### src/rtl/issue_pkg.sv
package issue_pkg;
  localparam int CLS_W = 3;

  typedef enum logic [CLS_W-1:0] {
    CL_ALU  = 3'd0,
    CL_LOAD = 3'd1,
    CL_FADD = 3'd2,
    CL_MUL  = 3'd3,
    CL_DIV  = 3'd4
  } unit_cls_e;

  function automatic int max2(input int a, input int b);
    return (a > b) ? a : b;
  endfunction
endpackage

### src/rtl/reg_ready_table.sv
// Per-register countdown of cycles until a pending result is usable.
module reg_ready_table #(
  parameter int NREG    = 32,
  parameter int MAX_LAT = 24,
  localparam int RW = $clog2(NREG),
  localparam int LW = $clog2(MAX_LAT + 1)
) (
  input  logic          clk,
  input  logic          rst_n,
  input  logic          wr_en,
  input  logic [RW-1:0] wr_reg,
  input  logic [LW-1:0] wr_lat,
  input  logic [RW-1:0] rd_a,
  input  logic [RW-1:0] rd_b,
  input  logic [RW-1:0] rd_d,
  output logic          pend_a,
  output logic          pend_b,
  output logic [LW-1:0] left_d
);
  logic [LW-1:0] left_q [NREG];

  for (genvar r = 0; r < NREG; r++) begin : g_reg
    always_ff @(posedge clk) begin
      if (!rst_n)
        left_q[r] <= '0;
      else if (wr_en && wr_reg == RW'(r))
        left_q[r] <= wr_lat;
      else if (left_q[r] != '0)
        left_q[r] <= left_q[r] - 1'b1;
    end


    left_bound_chk: assert property (@(posedge clk) disable iff (!rst_n)
      left_q[r] <= LW'(MAX_LAT));
  end

  assign pend_a = (left_q[rd_a] != '0);
  assign pend_b = (left_q[rd_b] != '0);
  assign left_d = left_q[rd_d];
endmodule

### src/rtl/wb_slot_map.sv
// Reservation shift register for the single writeback port.
module wb_slot_map #(
  parameter int MAX_LAT = 24,
  localparam int LW    = $clog2(MAX_LAT + 1),
  localparam int RES_W = MAX_LAT + 1
) (
  input  logic          clk,
  input  logic          rst_n,
  input  logic          claim,
  input  logic [LW-1:0] lat,
  output logic          taken
);
  logic [RES_W-1:0] slot_q;
  logic [RES_W-1:0] claim_mask;

  assign taken      = slot_q[lat];
  assign claim_mask = claim ? ((RES_W'(1) << lat) >> 1) : '0;

  always_ff @(posedge clk) begin
    if (!rst_n) slot_q <= '0;
    else        slot_q <= (slot_q >> 1) | claim_mask;
  end


  slot_held_chk: assert property (@(posedge clk) disable iff (!rst_n)
    claim && lat != '0 |=> slot_q[$past(lat) - 1'b1]);
endmodule

### src/rtl/unit_busy_timer.sv
// Busy window for a non-pipelined unit with initiation interval II.
module unit_busy_timer #(
  parameter int II = 25,
  localparam int CW = (II > 2) ? $clog2(II) : 1
) (
  input  logic clk,
  input  logic rst_n,
  input  logic start,
  output logic busy
);
  logic [CW-1:0] left_q;

  always_ff @(posedge clk) begin
    if (!rst_n)            left_q <= '0;
    else if (start)        left_q <= CW'(II - 1);
    else if (left_q != '0) left_q <= left_q - 1'b1;
  end

  assign busy = (left_q != '0);


  busy_after_start_chk: assert property (@(posedge clk) disable iff (!rst_n)
    start && II > 1 |=> busy);
endmodule

### src/rtl/issue_hazard_ctrl.sv
module issue_hazard_ctrl
  import issue_pkg::*;
#(
  parameter int NREG     = 32,
  parameter int LAT_ALU  = 0,
  parameter int LAT_LOAD = 1,
  parameter int LAT_FADD = 3,
  parameter int LAT_MUL  = 6,
  parameter int LAT_DIV  = 24,
  parameter int DIV_II   = 25,
  localparam int RW      = $clog2(NREG),
  localparam int MAX_LAT = max2(max2(max2(LAT_ALU, LAT_LOAD), max2(LAT_FADD, LAT_MUL)), LAT_DIV),
  localparam int LW      = $clog2(MAX_LAT + 1)
) (
  input  logic             clk,
  input  logic             rst_n,
  input  logic             in_valid,
  output logic             in_ready,
  input  logic [CLS_W-1:0] in_class,
  input  logic [RW-1:0]    in_dst,
  input  logic             in_dst_en,
  input  logic [RW-1:0]    in_src0,
  input  logic             in_src0_en,
  input  logic [RW-1:0]    in_src1,
  input  logic             in_src1_en,
  output logic             out_valid,
  input  logic             out_ready,
  output logic [CLS_W-1:0] out_class,
  output logic [RW-1:0]    out_dst,
  output logic             out_dst_en,
  output logic             stall
);
  logic [LW-1:0] lat;
  logic          is_div;
  logic          pend_a, pend_b;
  logic [LW-1:0] dst_left;
  logic          slot_taken, div_busy;
  logic          raw_hz, waw_hz, wb_hz, div_hz, hazard, fire;

  always_comb begin
    is_div = 1'b0;
    case (in_class)
      CL_LOAD: lat = LW'(LAT_LOAD);
      CL_FADD: lat = LW'(LAT_FADD);
      CL_MUL:  lat = LW'(LAT_MUL);
      CL_DIV:  begin lat = LW'(LAT_DIV); is_div = 1'b1; end
      default: lat = LW'(LAT_ALU);
    endcase
  end

  reg_ready_table #(.NREG(NREG), .MAX_LAT(MAX_LAT)) u_ready (
    .clk(clk), .rst_n(rst_n),
    .wr_en(fire && in_dst_en), .wr_reg(in_dst), .wr_lat(lat),
    .rd_a(in_src0), .rd_b(in_src1), .rd_d(in_dst),
    .pend_a(pend_a), .pend_b(pend_b), .left_d(dst_left)
  );

  wb_slot_map #(.MAX_LAT(MAX_LAT)) u_wb (
    .clk(clk), .rst_n(rst_n),
    .claim(fire && in_dst_en), .lat(lat), .taken(slot_taken)
  );

  unit_busy_timer #(.II(DIV_II)) u_div (
    .clk(clk), .rst_n(rst_n), .start(fire && is_div), .busy(div_busy)
  );

  assign raw_hz = (in_src0_en && pend_a) || (in_src1_en && pend_b);
  assign waw_hz = in_dst_en && (lat < dst_left);
  assign wb_hz  = in_dst_en && slot_taken;
  assign div_hz = is_div && div_busy;
  assign hazard = raw_hz || waw_hz || wb_hz || div_hz;

  assign in_ready   = out_ready && !hazard;
  assign out_valid  = in_valid && !hazard;
  assign fire       = in_valid && in_ready;
  assign stall      = in_valid && hazard;
  assign out_class  = in_class;
  assign out_dst    = in_dst;
  assign out_dst_en = in_dst_en;


  out_needs_in_chk: assert property (@(posedge clk) disable iff (!rst_n)
    out_valid |-> in_valid && !stall);


  no_raw_issue_chk: assert property (@(posedge clk) disable iff (!rst_n)
    fire && ((in_src0_en && pend_a) || (in_src1_en && pend_b)) |-> 1'b0);


  div_spacing_chk: assert property (@(posedge clk) disable iff (!rst_n)
    fire && is_div && DIV_II > 1 |=> !(fire && is_div));


  waw_order_chk: assert property (@(posedge clk) disable iff (!rst_n)
    fire && in_dst_en |-> lat >= dst_left);
endmodule

### config.mk
export PLATFORM = sky130hd
export DESIGN_NAME = issue_hazard_ctrl
export DESIGN_NICKNAME = d
export VERILOG_FILES = /design/src/rtl/issue_pkg.sv /design/src/rtl/reg_ready_table.sv /design/src/rtl/wb_slot_map.sv /design/src/rtl/unit_busy_timer.sv /design/src/rtl/issue_hazard_ctrl.sv
export SDC_FILE = /design/constraint.sdc
export NUM_CORES = 1
export LEC_CHECK = 0
export BUFFER_PORTS_ARGS = -buffer_cell sky130_fd_sc_hd__clkbuf_2
export CORE_MARGIN = 2
export CORE_UTILIZATION = 40
export DETAILED_ROUTE_END_ITERATION = 12
export PLACE_DENSITY = 0.53
export SLEW_MARGIN = 20
export SYNTH_ARGS = -nofsm -noshare
export SYNTH_HDL_FRONTEND = slang
export SYNTH_HIERARCHICAL = 1
export SYNTH_SLANG_ARGS = --single-unit
### constraint.sdc
create_clock -name clk -period 6.25 [get_ports clk]
set_clock_uncertainty 0.15 [all_clocks]
set_input_delay 0.625 -clock clk [delete_from_list [all_inputs] [get_ports clk]]
set_output_delay 0.625 -clock clk [all_outputs]
set_load 0.01 [all_outputs]
* Word-level counts from Yosys, hierarchy flattened
Memory sizes are Yosys's and may differ from the RTL's.
Cells that the tools add are included.
** Storage, ports and cells
- Register bits :: 30
- Memory bits (writable) :: 160
- Bits of input ports :: 25
- Output and inout bits :: 12
- Word-level logic and storage cells :: 523
- Memories kept :: 1
** Operators by class
- Add/sub/neg operators :: 33
- Magnitude comparators :: 2
- Equality and inequality tests :: 35
- Shift-type cells :: 1
- Mux-type cells :: 296
- Bitwise operators :: 66
- Reduce and logical (&&, ||, !) cells :: 86
** Memory list
- u_ready.left_q :: words 32, width 5, read ports 35, clocked after memory_dff 0, wr ports 32, line reg_ready_table.sv:20 : logic [LW-1:0] left_q [NREG];
** Operator list (number)
- $mux W5 :: 66
- $mux W1 :: 227
- $reduce_bool A5 Y1 :: 35
- $sub A5 B1 Y5 const B :: 33
- $eq A5 B5 Y1 const B :: 16
- $or A1 B1 Y1 :: 64
- $logic_and A1 B1 Y1 :: 43
- $eq A5 B4 Y1 const B :: 8
- $or A24 B25 Y25 :: 1
- $shl A1 B5 Y25 const A :: 1
- $mux W24 :: 1
- $eq A5 B3 Y1 const B :: 4
- $pmux W5 S4 :: 1
- $eq A5 B2 Y1 const B :: 2
- $eq A3 B2 Y1 const B :: 2
- $lt A5 B6 Y1 const B :: 1
- $bmux W1 S5 :: 1
- $eq A5 B1 Y1 const B :: 1
- $logic_not A5 Y1 :: 1
- $lt A5 B5 Y1 :: 1
- $logic_or A1 B1 Y1 :: 4
- $eq A3 B1 Y1 const B :: 1
- $eq A3 B3 Y1 const B :: 1
- $reduce_bool A2 Y1 :: 1
- 3 further kinds :: 3

* Logic depth before layout (Yosys ltp)
- Depth in word-level cells :: 17
- Depth in mapped cells :: 18
- Mapped depth without buffers :: 14

* By module
The synthesis kept the hierarchy.
** By module, submodules not included
- reg_ready_table :: times used 1, cells an instance 1219, area an instance 11532.3 um2, sequential area each 4804.6 um2
- wb_slot_map :: times used 1, cells an instance 120, area an instance 1133.6 um2, sequential area each 480.5 um2
- issue_hazard_ctrl :: times used 1, cells an instance 42, area an instance 291.5 um2, sequential area each 0.0 um2
- unit_busy_timer :: times used 1, cells an instance 26, area an instance 245.2 um2, sequential area each 100.1 um2

* Least setup slack after synthesis
OpenSTA, ideal clock, no wires.
- Kind :: input to register
- Start point :: input port in_dst[0]
- End point :: memory u_ready/left_q[14][4] (netlist name), data pin
- Setup time :: 255 ps
- Arrival :: 4370 ps
- Required time :: 5845 ps
- Slack :: 1475 ps
- Stages on the path :: 18
- Buffers on the path :: 4
- Path through :: clkbuf_1 -> buf_4 -> mux4_2 -> mux4_2 -> mux2_2 -> inv_1 -> ha_1 -> nand4_1 -> a211oi_2 -> o211ai_2 -> nor2_1 -> nor2b_1 -> clkbuf_1 -> clkbuf_1 -> nand4_1 -> nand3_1 -> o21ai_0 -> and2_1
** RTL lines
- from (decl) :: line issue_hazard_ctrl.sv:20 : input logic [RW-1:0] in_dst,
- to (decl) :: line reg_ready_table.sv:20

==> metrics <==
Ys Warns=6; Syn-to-layout area delta=7.999%; Mapped Area=13200 um2; fin cells=1852; CTS Hold Bufs=0; final hold slack=324.5 ps; PortBufs=36; P_sw=2700 uW; CP Class=in2reg; logic gate share of total power=40.5%; diodes inserted=0; setup repair bufs after CTS=0; RePlAce Congestion=0.8969; library cells used by synthesis=70; r2r setup slk=910 ps; worst vdd ir=0.0002246 V; Post-synth ARST share=0%; outcome=finished clean; Seq pwr share=42.5%; FF-to-FF path depth=15; period utilization=89.74%; RSZ-0062 raised after global routing=no; worst r2r dst=u_ready/left_q[0][2]; final instance area=14260 um2; Worst Setup Start Kind=primary input; Hold WC Path Type=reg2reg; Post-Syn Nets=1469; H-Tree Depth=4; first-pass GRT wire length=63140 um; predominant post-synthesis flop cell=edfxtp_1; GR Util All Layers=24.39%; post-CTS resize count=0; CP Capture Point=u_ready/left_q[0][2]; die span in y=185.7 um; layout cells sized above 1=11.35%; Cells after Synth=1407; largest net degree at the start of global routing=56; CTS tree=done; Starting Density=40.58%; pre-CTS WS=260.0 ps; Clock transition at path regs=70 ps; chip width=185.7 um; vias per cell=5.997; nets@finish=1459; CTS Sinks=189; DP HPWL=29400 um; vias in the first global route=10646; DP Cell Count=1820; clock group share of total power=16.9%; EDFF count, synth=160; sequential fraction of the synthesis area=40.79%; remaining antenna violation count=0; Congestion Overflow GR=0; reg-to-reg critical path startpoint=u_ready/left_q[5][3]; hold path start=u_wb/slot_q[23]; initial antenna violation count=0; Rel. slew slack=40.03%; Pre-antenna DRT Iters=6; Slew Limit Fails=0; TritonCTS Buffers=17; drt drc=0; Peak Freq=178.3 MHz; switching fraction of total power=40.94%; Slew @ Worst Pin=897.8 ps; Syn Area/Cell=9.384 um2; Synth Register Bits=189; Routed WL=40690 um; CP endpoint kind=flop; final setup vio count=0; power density over the cells=462.5 nW/um2; Skew-Pair Late Insertion Delay=460 ps; Area after DPL=13680 um2; min cycle time layout=5609 ps; Crit Path Max Fanout=51; Placeable Area=32540 um2; Clock Path Buffers=2; cell internal pwr=3895 uW; Leak=0.005009 uW; setup ws final=641.5 ps; drt initial violations=1150; Die ar.=34480 um2; Vias=11107; Final Hold Violating Endpoints=0; arrival time worst endpoint=5750 ps; Top-Level Pins=37; number of max-cap violations=0; number of cell rows=66; clock root buffer=clkbuf_16; crit path from=in_dst[0]; setup tns final=0 ps; critical path data required time=6390 ps; Avg WL per Cell=21.97 um
[routing by layer]
layer	vias up	routed length [um]	global-route usage [%]
met5	-	0	0
met1	5464	18530	34.34
met3	56	2933	4.148
li1	5121	-	-
met4	0	1104	8.945
met2	466	18130	37.76
[metrics by stage]
step / util (%) / total power, uW
finish: 43.82 / 6595
CTS: 43.82 / 6566
global placement: 42.04 / 5395
floorplan: - / 4575
detailed placement: 42.04 / 5424
global route: 43.82 / 7050
[cell usage after synthesis, types with 7 or more instances]
library cell | number | area (um2)
a211oi_1 | 7 | 52.55
a21oi_1 | 22 | 110.1
a31oi_1 | 7 | 43.79
a32o_1 | 15 | 150.1
and2_1 | 11 | 68.82
and3_1 | 14 | 87.58
buf_1 | 8 | 30.03
buf_4 | 13 | 97.59
clkbuf_1 | 49 | 183.9
dfxtp_1 | 29 | 580.6
edfxtp_1 | 160 | 4805
ha_1 | 37 | 462.9
inv_1 | 82 | 307.8
mux2_2 | 7 | 78.83
mux2i_1 | 15 | 150.1
mux4_2 | 59 | 1329
nand2_1 | 222 | 833.3
nand2b_1 | 8 | 50.05
nand3_1 | 54 | 270.3
nand4_1 | 20 | 125.1
nor2_1 | 122 | 457.9
nor2b_1 | 28 | 175.2
nor3_1 | 77 | 385.4
o21a_1 | 32 | 240.2
o21ai_0 | 155 | 775.7
xnor2_1 | 62 | 543.0
[final cells by class]
cell class,instances,area [um2]
multi-input cells,1056,7138
fillers,3193,18280
inverters,82,307.8
flip-flops and latches,189,5385
repair buffers,51,295.3
clock buffers,18,429.2
clock inverters,14,150.1
well taps,442,553.0
[worst max-delay path: stages]
cell and delay [ps]:
buf_4 640, mux4_2 630, mux4_2 510, mux2_2 280, inv_1 60, ha_1 150
nand4_1 190, a211oi_2 270, o211ai_2 160, nor2_1 450, nor2b_1 200, buf_4 260
nand2_1 570, nor2_1 520, nand2_1 80, o21ai_0 100
[worst min-delay path by stage]
stage	endpoint	slack (ps)	cells after the start
3_3_place_gp	u_wb/slot_q[12]	300	1
3_5_place_dp	u_wb/slot_q[22]	310	1
2_1_floorplan	u_wb/slot_q[12]	280	1
4_1_cts	u_wb/slot_q[22]	330	1
5_1_grt	u_wb/slot_q[22]	340	1
6_report	u_wb/slot_q[22]	320	1
[cells in the final DEF, fill, tap and decap left out, types with 22 or more instances in the layout]
master / n
o21a_1: 32
nor3_1: 77
edfxtp_1: 160
o21ai_0: 155
nand2_1: 222
dfxtp_1: 29
nor2b_1: 28
nor2_1: 121
ha_1: 37
a21oi_1: 22
mux4_2: 59
inv_1: 82
nand3_1: 54
xnor2_1: 62
clkbuf_2: 34
[power groups by stage]
stage / clock network, uW / logic (uW) / registers [uW]
detailed placement: 0 / 2620 / 2800
CTS: 1150 / 2650 / 2780
global placement: 0 / 2590 / 2800
finish: 1120 / 2670 / 2810
global route: 1190 / 2990 / 2870
floorplan: 0 / 2090 / 2490
[sequential cells by signal (all words and copies together), names as in the netlist]
signal          count
u_wb/slot_q        24
u_div/left_q        5
u_ready/left_q    160
[cell families (layout without fill, tap and decap cells)]
kind of cell	Yosys count	in the layout	share of synthesized area [%]
compound gates	285	285	13.45
fa+ha+maj	37	37	3.506
mux	83	83	12.20
flops	189	189	40.79
xor+xnor	64	64	4.246
buf+inv	162	165	5.260
simple gates	587	587	20.56
(Power assumes the default switching activity.)
